[src/rtl/smbh_pkg.sv]
package smbh_pkg;
  localparam logic [1:0] OP_START = 2'd0;
  localparam logic [1:0] OP_SEND  = 2'd1;
  localparam logic [1:0] OP_RECV  = 2'd2;
  localparam logic [1:0] OP_STOP  = 2'd3;

  localparam logic [2:0] ST_OK       = 3'd0;
  localparam logic [2:0] ST_ARB      = 3'd1;
  localparam logic [2:0] ST_NACK_ADR = 3'd2;
  localparam logic [2:0] ST_NACK_DAT = 3'd3;
  localparam logic [2:0] ST_TMO      = 3'd4;
  localparam logic [2:0] ST_UNDER    = 3'd5;
  localparam logic [2:0] ST_RXFULL   = 3'd6;

  localparam logic [3:0] PROTO_BLK_RD = 4'd8;

  typedef enum logic [1:0] {SQ_IDLE, SQ_NEXT, SQ_WAIT} seq_t;
  typedef enum logic [2:0] {K_ADDR, K_DATA, K_WPEC, K_RDATA, K_RPEC, K_STOP} kind_t;

  function automatic logic [7:0] crc8_step(input logic [7:0] crc, input logic [7:0] b);
    logic [7:0] c;
    logic fb;
    c = crc;
    for (int i = 7; i >= 0; i--) begin
      fb = c[7] ^ b[i];
      c  = {c[6:0], 1'b0} ^ (fb ? 8'h07 : 8'h00);
    end
    return c;
  endfunction
endpackage

[src/rtl/smbh_fifo.sv]
module smbh_fifo #(
  parameter int WIDTH = 9,
  parameter int DEPTH = 64
) (
  input  logic                         clk,
  input  logic                         rst,
  input  logic                         flush,
  input  logic                         push,
  input  logic [WIDTH-1:0]             din,
  input  logic                         pop,
  output logic [WIDTH-1:0]             dout,
  output logic                         empty,
  output logic                         full,
  output logic [$clog2(DEPTH+1)-1:0]   count
);
  localparam int AW = $clog2(DEPTH);
  localparam int CW = $clog2(DEPTH + 1);

  logic [WIDTH-1:0] mem [DEPTH];
  logic [AW-1:0]    wptr, rptr;
  logic [CW-1:0]    cnt;
  logic             do_push, do_pop;

  assign empty   = (cnt == '0);
  assign full    = (cnt == CW'(DEPTH));
  assign do_push = push && !full && !flush;
  assign do_pop  = pop && !empty && !flush;
  assign dout    = mem[rptr];
  assign count   = cnt;

  always_ff @(posedge clk) begin
    if (do_push) mem[wptr] <= din;
  end

  always_ff @(posedge clk) begin
    if (rst || flush) begin
      wptr <= '0;
      rptr <= '0;
      cnt  <= '0;
    end else begin
      if (do_push) wptr <= wptr + 1'b1;
      if (do_pop)  rptr <= rptr + 1'b1;
      case ({do_push, do_pop})
        2'b10:   cnt <= cnt + 1'b1;
        2'b01:   cnt <= cnt - 1'b1;
        default: cnt <= cnt;
      endcase
    end
  end

  assert_count_bound_R11: assert property (@(posedge clk) disable iff (rst)
    cnt <= CW'(DEPTH));
  assert_flush_empties_R11: assert property (@(posedge clk) disable iff (rst)
    flush |=> (cnt == '0));
endmodule

[src/rtl/smbh_seq.sv]
module smbh_seq
  import smbh_pkg::*;
#(
  parameter int LEN_W = 8
) (
  input  logic             clk,
  input  logic             rst,
  input  logic             start_req,
  input  logic [3:0]       cmd_proto,
  input  logic             cmd_pec,
  input  logic [LEN_W-1:0] cmd_len,
  output logic             busy,
  output logic [2:0]       status,
  output logic [3:0]       proto_q,
  output logic             pec_q,
  output logic [LEN_W-1:0] len_q,
  input  logic             tx_empty,
  input  logic [8:0]       tx_head,
  output logic             tx_pop,
  input  logic             rx_full,
  output logic             rx_push,
  output logic [9:0]       rx_din,
  output logic             bus_valid,
  output logic [1:0]       bus_op,
  output logic [7:0]       bus_wdata,
  output logic             bus_last,
  input  logic             bus_done,
  input  logic             bus_nack,
  input  logic             bus_arb_lost,
  input  logic             bus_timeout,
  input  logic [7:0]       bus_rdata
);
  seq_t             st;
  kind_t            kind;
  logic             is_rd, addr_sent, pec_sent, last_tag, stop_pend;
  logic [LEN_W-1:0] remain;
  logic [7:0]       crc;
  logic             need_data;

  // combinational pop: the head is consumed in the cycle it is issued
  assign need_data = (st == SQ_NEXT) && !stop_pend && !tx_empty &&
                     (!addr_sent || (!is_rd && !last_tag));
  assign tx_pop = need_data;

  always_ff @(posedge clk) begin
    if (rst) begin
      st        <= SQ_IDLE;
      kind      <= K_ADDR;
      busy      <= 1'b0;
      status    <= ST_OK;
      proto_q   <= '0;
      pec_q     <= 1'b0;
      len_q     <= '0;
      is_rd     <= 1'b0;
      addr_sent <= 1'b0;
      pec_sent  <= 1'b0;
      last_tag  <= 1'b0;
      stop_pend <= 1'b0;
      remain    <= '0;
      crc       <= '0;
      rx_push   <= 1'b0;
      rx_din    <= '0;
      bus_valid <= 1'b0;
      bus_op    <= OP_STOP;
      bus_wdata <= '0;
      bus_last  <= 1'b0;
    end else begin
      rx_push <= 1'b0;
      case (st)
        SQ_IDLE: begin
          if (start_req) begin
            busy      <= 1'b1;
            status    <= ST_OK;
            proto_q   <= cmd_proto;
            pec_q     <= cmd_pec;
            len_q     <= cmd_len;
            is_rd     <= (cmd_proto == PROTO_BLK_RD);
            remain    <= cmd_len;
            crc       <= '0;
            addr_sent <= 1'b0;
            pec_sent  <= 1'b0;
            last_tag  <= 1'b0;
            stop_pend <= 1'b0;
            st        <= SQ_NEXT;
          end
        end
        SQ_NEXT: begin
          st <= SQ_WAIT;
          bus_valid <= 1'b1;
          bus_last  <= 1'b0;
          if (stop_pend) begin
            bus_op <= OP_STOP;
            kind   <= K_STOP;
          end else if (!addr_sent) begin
            if (tx_empty) begin
              status    <= ST_UNDER;
              busy      <= 1'b0;
              bus_valid <= 1'b0;
              st        <= SQ_IDLE;
            end else begin
              bus_op    <= OP_START;
              bus_wdata <= tx_head[7:0];
              last_tag  <= tx_head[8];
              kind      <= K_ADDR;
            end
          end else if (is_rd) begin
            if (remain != '0) begin
              bus_op   <= OP_RECV;
              bus_last <= (remain == LEN_W'(1)) && !pec_q;
              kind     <= K_RDATA;
            end else if (pec_q && !pec_sent) begin
              bus_op   <= OP_RECV;
              bus_last <= 1'b1;
              kind     <= K_RPEC;
            end else begin
              bus_op <= OP_STOP;
              kind   <= K_STOP;
            end
          end else if (last_tag) begin
            if (pec_q && !pec_sent) begin
              bus_op    <= OP_SEND;
              bus_wdata <= crc;
              kind      <= K_WPEC;
            end else begin
              bus_op <= OP_STOP;
              kind   <= K_STOP;
            end
          end else if (tx_empty) begin
            status <= ST_UNDER;
            bus_op <= OP_STOP;
            kind   <= K_STOP;
          end else begin
            bus_op    <= OP_SEND;
            bus_wdata <= tx_head[7:0];
            last_tag  <= tx_head[8];
            kind      <= K_DATA;
          end
        end
        SQ_WAIT: begin
          if (bus_done) begin
            bus_valid <= 1'b0;
            st        <= SQ_NEXT;
            if (kind == K_STOP) begin
              busy <= 1'b0;
              st   <= SQ_IDLE;
            end else if (bus_arb_lost) begin
              status <= ST_ARB;
              busy   <= 1'b0;
              st     <= SQ_IDLE;
            end else if (bus_timeout) begin
              status <= ST_TMO;
              busy   <= 1'b0;
              st     <= SQ_IDLE;
            end else if (kind == K_ADDR || kind == K_DATA || kind == K_WPEC) begin
              if (bus_nack) begin
                status    <= (kind == K_ADDR) ? ST_NACK_ADR : ST_NACK_DAT;
                stop_pend <= 1'b1;
              end else begin
                if (kind != K_WPEC) crc <= crc8_step(crc, bus_wdata);
                if (kind == K_ADDR) addr_sent <= 1'b1;
                if (kind == K_WPEC) pec_sent <= 1'b1;
              end
            end else if (rx_full) begin
              status    <= ST_RXFULL;
              stop_pend <= 1'b1;
            end else begin
              rx_push <= 1'b1;
              if (kind == K_RPEC) begin
                rx_din   <= {1'b1, (bus_rdata != crc), bus_rdata};
                pec_sent <= 1'b1;
              end else begin
                rx_din <= {2'b00, bus_rdata};
                crc    <= crc8_step(crc, bus_rdata);
                remain <= remain - 1'b1;
              end
            end
          end
        end
        default: st <= SQ_IDLE;
      endcase
    end
  end

  assert_hold_request_R13: assert property (@(posedge clk) disable iff (rst)
    (bus_valid && !bus_done) |=> (bus_valid && $stable(bus_op) && $stable(bus_wdata)));
  assert_idle_quiet_R13: assert property (@(posedge clk) disable iff (rst)
    !busy |-> !bus_valid);
  assert_no_rx_overrun_R9: assert property (@(posedge clk) disable iff (rst)
    rx_push |-> !rx_full);
  assert_ignore_restart_R3: assert property (@(posedge clk) disable iff (rst)
    (busy && start_req) |=> ($stable(proto_q) && $stable(len_q)));
  assert_legal_code_R2: assert property (@(posedge clk) disable iff (rst)
    status != 3'd7);
endmodule

[src/rtl/smbh_host_frontend.sv]
module smbh_host_frontend
  import smbh_pkg::*;
#(
  parameter int TX_DEPTH = 64,
  parameter int RX_DEPTH = 64
) (
  input  logic        clk,
  input  logic        rst,
  input  logic        reg_wr,
  input  logic        reg_rd,
  input  logic [1:0]  reg_addr,
  input  logic [31:0] reg_wdata,
  output logic [31:0] reg_rdata,
  output logic        rx_thld,
  output logic        bus_valid,
  output logic [1:0]  bus_op,
  output logic [7:0]  bus_wdata,
  output logic        bus_last,
  input  logic        bus_done,
  input  logic        bus_nack,
  input  logic        bus_arb_lost,
  input  logic        bus_timeout,
  input  logic [7:0]  bus_rdata
);
  localparam int TCW   = $clog2(TX_DEPTH + 1);
  localparam int RCW   = $clog2(RX_DEPTH + 1);
  localparam int LEN_W = 8;

  localparam logic [1:0] A_CMD = 2'd0;
  localparam logic [1:0] A_QCT = 2'd1;
  localparam logic [1:0] A_TXP = 2'd2;
  localparam logic [1:0] A_RXP = 2'd3;

  logic             start_req, tx_push, rx_pop, flush_rx, flush_tx;
  logic             busy;
  logic [2:0]       status;
  logic [3:0]       proto_q;
  logic             pec_q;
  logic [LEN_W-1:0] len_q;
  logic             tx_empty, tx_full, tx_pop;
  logic [8:0]       tx_head;
  logic [TCW-1:0]   tx_count;
  logic             rx_empty, rx_full, rx_push;
  logic [9:0]       rx_din, rx_head;
  logic [RCW-1:0]   rx_count;
  logic [5:0]       thld_q;
  logic             unused_bits;

  assign start_req = reg_wr && (reg_addr == A_CMD) && reg_wdata[31];
  assign tx_push   = reg_wr && (reg_addr == A_TXP);
  assign rx_pop    = reg_rd && (reg_addr == A_RXP);
  assign flush_rx  = reg_wr && (reg_addr == A_QCT) && reg_wdata[31];
  assign flush_tx  = reg_wr && (reg_addr == A_QCT) && reg_wdata[30];
  assign unused_bits = ^{reg_wdata[29:14], tx_full, tx_count};

  smbh_fifo #(.WIDTH(9), .DEPTH(TX_DEPTH)) u_txq (
    .clk(clk), .rst(rst), .flush(flush_tx), .push(tx_push),
    .din({reg_wdata[31], reg_wdata[7:0]}), .pop(tx_pop), .dout(tx_head),
    .empty(tx_empty), .full(tx_full), .count(tx_count));

  smbh_fifo #(.WIDTH(10), .DEPTH(RX_DEPTH)) u_rxq (
    .clk(clk), .rst(rst), .flush(flush_rx), .push(rx_push),
    .din(rx_din), .pop(rx_pop), .dout(rx_head),
    .empty(rx_empty), .full(rx_full), .count(rx_count));

  smbh_seq #(.LEN_W(LEN_W)) u_seq (
    .clk(clk), .rst(rst), .start_req(start_req),
    .cmd_proto(reg_wdata[12:9]), .cmd_pec(reg_wdata[8]), .cmd_len(reg_wdata[7:0]),
    .busy(busy), .status(status), .proto_q(proto_q), .pec_q(pec_q), .len_q(len_q),
    .tx_empty(tx_empty), .tx_head(tx_head), .tx_pop(tx_pop),
    .rx_full(rx_full), .rx_push(rx_push), .rx_din(rx_din),
    .bus_valid(bus_valid), .bus_op(bus_op), .bus_wdata(bus_wdata), .bus_last(bus_last),
    .bus_done(bus_done), .bus_nack(bus_nack), .bus_arb_lost(bus_arb_lost),
    .bus_timeout(bus_timeout), .bus_rdata(bus_rdata));

  always_ff @(posedge clk) begin
    if (rst) begin
      thld_q    <= '0;
      reg_rdata <= '0;
      rx_thld   <= 1'b0;
    end else begin
      if (reg_wr && reg_addr == A_QCT) thld_q <= reg_wdata[13:8];
      rx_thld <= (thld_q != '0) && (32'(rx_count) >= 32'(thld_q));
      if (reg_rd) begin
        case (reg_addr)
          A_CMD: reg_rdata <= {busy, 3'b000, status, 12'h000, proto_q, pec_q, len_q};
          A_QCT: reg_rdata <= {9'h000, 7'(rx_count), 2'b00, thld_q, 8'h00};
          A_TXP: reg_rdata <= '0;
          default: reg_rdata <= rx_empty ? 32'h0 :
                     {(rx_head[9] ? 2'b11 : 2'b01), rx_head[8], 21'h0, rx_head[7:0]};
        endcase
      end
    end
  end

  assert_busy_rises_on_start_R2: assert property (@(posedge clk) disable iff (rst)
    (!busy && start_req) |=> busy);
endmodule

[config.mk]
export PLATFORM = sky130hd
export DESIGN_NAME = smbh_host_frontend
export DESIGN_NICKNAME = d
export VERILOG_FILES = /design/src/rtl/smbh_pkg.sv /design/src/rtl/smbh_fifo.sv /design/src/rtl/smbh_seq.sv /design/src/rtl/smbh_host_frontend.sv
export SDC_FILE = /design/constraint.sdc
export NUM_CORES = 1
export LEC_CHECK = 0
export ABC_CLOCK_PERIOD_IN_PS = 5800
export BUFFER_PORTS_ARGS = -buffer_cell sky130_fd_sc_hd__buf_2
export CAP_MARGIN = 10
export CORE_AREA = 2 2 393 356
export DETAILED_ROUTE_END_ITERATION = 16
export DIE_AREA = 0 0 395 358
export GPL_TIMING_DRIVEN = 0
export PLACE_DENSITY_LB_ADDON = 0.2
export SETUP_SLACK_MARGIN = 0.1
export SLEW_MARGIN = 10
export SYNTH_ARGS = -nofsm -noshare
export SYNTH_HDL_FRONTEND = slang
export SYNTH_SLANG_ARGS = --single-unit
[constraint.sdc]
create_clock -name clk -period 5.8 [get_ports clk]
set_input_delay 1.16 -clock clk [delete_from_list [all_inputs] [get_ports clk]]
set_output_delay 1.16 -clock clk [all_outputs]
set_load 0.02 [all_outputs]
==> flow_results.xml <==
<?xml version="1.0" encoding="UTF-8"?>
<metrics>
  <group name="run_status">
    <metric name="status" unit="">finished clean</metric>
  </group>
  <group name="critical_path">
    <metric name="beginning_of_the_worst_register_to_register_path" unit="">u_seq.st[1]$_SDFFE_PP0P_</metric>
    <metric name="worst-r2r-cell-count" unit="">15</metric>
    <metric name="arrival_time_worst_endpoint" unit="ns">5.40</metric>
    <metric name="slowest_stage" unit="">sky130_fd_sc_hd__a2111oi_4</metric>
    <metric name="criticalPathCategory" unit="">primary input to register</metric>
    <metric name="cp-end-kind" unit="">register</metric>
    <metric name="largest_driver_fanout_on_the_critical_path" unit="">10</metric>
    <metric name="worst_path_most_repeated_cell" unit="">sky130_fd_sc_hd__buf_2</metric>
    <metric name="dominant_delay_contributor_by_cell_family_on_the_critical_path" unit="">compound AO/OA/AOI/OAI gates</metric>
    <metric name="crit_path_start" unit="">reg_addr[0]</metric>
    <metric name="critical_path.max_stage_delay" unit="ns">0.69</metric>
    <metric name="crit_buf_inv" unit="">4</metric>
    <metric name="critPathLaunchType" unit="">primary input</metric>
    <metric name="endpoint" unit="">u_txq.count[4]$_SDFFE_PP0P_</metric>
    <metric name="worst_ep_required_time" unit="ns">6.49</metric>
    <metric name="rr_endpoint" unit="">u_txq.count[4]$_SDFFE_PP0P_</metric>
    <metric name="cp.depth" unit="">16</metric>
    <metric name="worstPathCellList" unit="">buf_2 &gt; nor2b_1 &gt; buf_2 &gt; and2_1 &gt; buf_2 &gt; a2111oi_4 &gt; ha_1 &gt; clkbuf_1 &gt; xor2_1 &gt; ha_1 &gt; a21oi_1 &gt; o21ai_0 &gt; a221oi_1 &gt; xor2_1 &gt; or3_1 &gt; a21oi_1</metric>
    <metric name="regToRegSetupSlack" unit="ns">1.15</metric>
  </group>
  <group name="drt">
    <metric name="drc" unit="">0</metric>
    <metric name="vias" unit="">28890</metric>
    <metric name="drt-pass1-iter-count" unit="">5</metric>
    <metric name="wire_per_inst" unit="um">28.38</metric>
    <metric name="detail_route.wirelength" unit="mm">144.7</metric>
    <metric name="detail_route_antenna_nets" unit="">0</metric>
    <metric name="vias_per_cell" unit="">5.665</metric>
    <metric name="drt_first_iter_violations" unit="">3459</metric>
  </group>
  <group name="floorplan">
    <metric name="initial_utilization" unit="%">39.81</metric>
    <metric name="core_area" unit="sq mm">0.1370</metric>
    <metric name="chipHeight" unit="um">358</metric>
    <metric name="die_area" unit="sq mm">0.1414</metric>
    <metric name="number_of_top_level_pins" unit="">95</metric>
    <metric name="die_x" unit="um">395</metric>
    <metric name="core.rowCount" unit="">129</metric>
  </group>
  <group name="worst_hold_path">
    <metric name="worst_hold_path.num_cells" unit="">2</metric>
    <metric name="hold_path.class" unit="">register to register</metric>
  </group>
  <group name="yosys">
    <metric name="async_flop_share" unit="%">0</metric>
    <metric name="synthesis.area" unit="sq mm">0.05455</metric>
    <metric name="synth-seq-area-share" unit="%">72.44</metric>
    <metric name="yosysUniqueCellTypes" unit="">72</metric>
    <metric name="yosys_warning_count" unit="">0</metric>
    <metric name="post_synth.cell_area_avg" unit="sq um">18.56</metric>
    <metric name="syn-instance-count" unit="">2939</metric>
    <metric name="ys_seq_elements" unit="">1366</metric>
    <metric name="postSynth.topFlopCell" unit="">sky130_fd_sc_hd__edfxtp_1</metric>
    <metric name="synth_enable_flop_cells" unit="">1216</metric>
  </group>
  <group name="layout">
    <metric name="nFillCells" unit="">11600</metric>
    <metric name="num-nets-final" unit="">3241</metric>
    <metric name="drive_gt1_share" unit="%">22.45</metric>
    <metric name="synthToLayoutAreaGrowth" unit="%">13.37</metric>
    <metric name="commonest_non_fill_non_tap_cells_in_the_layout" unit="">sky130_fd_sc_hd__edfxtp_1, sky130_fd_sc_hd__mux4_2, sky130_fd_sc_hd__nor2_1, sky130_fd_sc_hd__clkbuf_16, sky130_fd_sc_hd__dfxtp_1</metric>
    <metric name="final_common_cell" unit="">sky130_fd_sc_hd__edfxtp_1</metric>
  </group>
  <group name="grt">
    <metric name="globalRouteOverflowTotal" unit="">0</metric>
    <metric name="number_of_antenna_violations_at_the_first_check_in_global_routing" unit="">8</metric>
    <metric name="global_route.usage.met3" unit="%">4.903</metric>
    <metric name="pin_count_of_the_biggest_net_entering_global_routing" unit="">67</metric>
    <metric name="combined_global_route_utilization_of_all_metal_layers" unit="%">20.48</metric>
    <metric name="met1_demand_to_capacity_share_in_global_routing" unit="%">30.13</metric>
    <metric name="grt_first_pass_wirelength" unit="mm">207.7</metric>
    <metric name="grt_pass1_vias" unit="">29120</metric>
    <metric name="grt.busiest_layer" unit="">met2</metric>
    <metric name="use_met2" unit="%">30.82</metric>
  </group>
  <group name="placement">
    <metric name="place.detailed.hpwl" unit="mm">96.89</metric>
    <metric name="buffer_ports.inserted" unit="">71</metric>
    <metric name="gp_routability_congestion" unit="">0.8998</metric>
  </group>
  <group name="timing">
    <metric name="timing.clock.skew" unit="ns">0.02787</metric>
    <metric name="hold_viol" unit="">0</metric>
    <metric name="max_slew_margin" unit="%">15.26</metric>
    <metric name="final.setup.tns" unit="ns">0</metric>
    <metric name="hold_slack" unit="ns">0.4611</metric>
    <metric name="worst_slew_pin_slew" unit="ns">1.266</metric>
    <metric name="clock.fmax" unit="MHz">212.1</metric>
    <metric name="final_max_slew_viol_count" unit="">0</metric>
    <metric name="finalSetupViolations" unit="">0</metric>
    <metric name="rsz0062_at_grt" unit="">false</metric>
    <metric name="min_period" unit="ns">4.714</metric>
    <metric name="min_period_over_period" unit="%">81.28</metric>
  </group>
  <group name="clock_tree">
    <metric name="cts_resized" unit="">0</metric>
    <metric name="total_number_of_clock_tree_sinks" unit="">1366</metric>
    <metric name="cts.htree.levels" unit="">4</metric>
    <metric name="number_of_buffers_inserted_during_clock_tree_synthesis" unit="">140</metric>
    <metric name="cts.root.buffer_cell" unit="">sky130_fd_sc_hd__clkbuf_16</metric>
    <metric name="cts-hold-fix-buffers" unit="">0</metric>
    <metric name="path_clk_slew" unit="ns">0.06</metric>
    <metric name="tritoncts" unit="">done</metric>
    <metric name="clock_insertion_delay_worst_skew" unit="ns">0.77</metric>
    <metric name="post-cts-setup-buffers" unit="">0</metric>
    <metric name="cts_buffer_depth" unit="">3</metric>
  </group>
  <group name="power">
    <metric name="irDropWorstVdd" unit="V">0.0002006</metric>
    <metric name="power-per-cell-area" unit="mW/mm^2">325.8</metric>
    <metric name="totalPowerFinal" unit="mW">20.15</metric>
    <metric name="p_leak" unit="nW">17.39</metric>
  </group>
  <group name="job">
    <metric name="max_cap_violations" unit="">0</metric>
  </group>
</metrics>
[layout make-up]
type	instances	area, sq um	area share (%)
inverters	30	112.6	0.1821
repair buffers	76	490.5	0.7930
flip-flops and latches	1366	39540	63.94
clock inverters	71	659.4	1.066
clock buffers	175	3804	6.150
diodes	1	2.502	0.004046
multi-input cells	1384	14120	22.83
well taps	1834	2295	3.710
plain buffers	163	822.0	1.329
[stage by stage]
| step | std cells | util, % | area [sq um] | setup slack [ns] |
|---|---|---|---|---|
| after floorplan | 2943 | - | 54570 | 1.117 |
| after global placement | 4848 | 41.75 | 57220 | 0.5463 |
| after detailed placement | 4853 | 41.86 | 57360 | 0.3985 |
| after CTS | 5099 | 45.12 | 61830 | 1.220 |
| after global routing | 5099 | 45.13 | 61850 | 0.7310 |
| final | 5100 | 45.13 | 61850 | 1.086 |
[state kept, by name, indices dropped and copies added, names as in the netlist, 8 cells and up, named ones only]
register / count
u_seq.rx_din: 10
u_seq.crc: 8
u_rxq.mem: 640
u_seq.remain: 8
reg_rdata: 27
u_seq.len_q: 8
u_txq.mem: 576
u_seq.bus_wdata: 8
[worst min-delay path, delay by kind of cell (launching register included)]
kind / cells / cell delay [ns]
AOI/OAI and AO/OA: 1 / 0.05
DFF: 1 / 0.31
and+or+nand+nor: 1 / 0.05
[kinds of logic (layout without fill, tap and decap cells)]
group | after synthesis | count (layout) | share of synthesized area [%]
simple gates | 565 | 565 | 4.810
other cells | 1 | 6 | 0.006874
fa+ha+maj | 31 | 31 | 0.7202
flops | 1366 | 1366 | 72.44
mux | 435 | 435 | 15.94
xor+xnor | 74 | 74 | 1.216
buf+inv | 193 | 515 | 1.713
compound gates | 274 | 274 | 3.154
[worst min-delay path by stage]
stage | to | start | slack [ns]
global placement | u_seq.proto_q[1]$_SDFFE_PP0P_ | u_seq.proto_q[1]$_SDFFE_PP0P_ | 0.45
detailed placement | u_seq.proto_q[2]$_SDFFE_PP0P_ | u_seq.proto_q[2]$_SDFFE_PP0P_ | 0.46
CTS | u_seq.status[2]$_SDFFE_PP0P_ | u_seq.status[2]$_SDFFE_PP0P_ | 0.47
global route | u_seq.proto_q[2]$_SDFFE_PP0P_ | u_seq.proto_q[2]$_SDFFE_PP0P_ | 0.49
finish | u_seq.proto_q[2]$_SDFFE_PP0P_ | u_seq.proto_q[2]$_SDFFE_PP0P_ | 0.46
floorplan | u_seq.status[0]$_SDFFE_PP0P_ | u_seq.status[0]$_SDFFE_PP0P_ | 0.43
[power by group]
part / internal [mW] / leakage [nW] / switching (mW)
sequential: 10.6 / 11.0 / 0.0434
clock: 5.13 / 2.17 / 3.72
combinational: 0.194 / 4.23 / 0.411
total: 16.0 / 17.4 / 4.17
[per-layer routing]
layer | part of all wire, % | up-vias | wire, um
met5 | 0.019 | - | 27
met4 | 1.9 | 4 | 2740
li1 | - | 12210 | -
met2 | 45 | 1147 | 64870
met3 | 8.6 | 202 | 12380
met1 | 45 | 15340 | 64710
[synthesized netlist by cell type (all sizes together) (9+ instances only)]
cell type	number	area share (%)
a221oi	15	0.24
clkbuf	83	0.57
a22o	10	0.16
nor2	247	1.7
a21o	10	0.14
nand3b	9	0.12
and2	12	0.14
edfxtp	1216	67
nand2	119	0.82
mux2i	70	1.3
a22oi	19	0.26
inv	30	0.21
ha	29	0.67
dfxtp	150	5.5
or3	10	0.11
xnor2	41	0.66
nand3	37	0.35
a21oi	118	1.1
nand2b	25	0.29
nor3	23	0.21
buf	80	0.93
mux4	345	14
o21ai	46	0.42
a211oi	11	0.15
mux2	20	0.41
xor2	32	0.51
nor2b	43	0.49
Note: power is estimated with default switching activity, not from simulation.
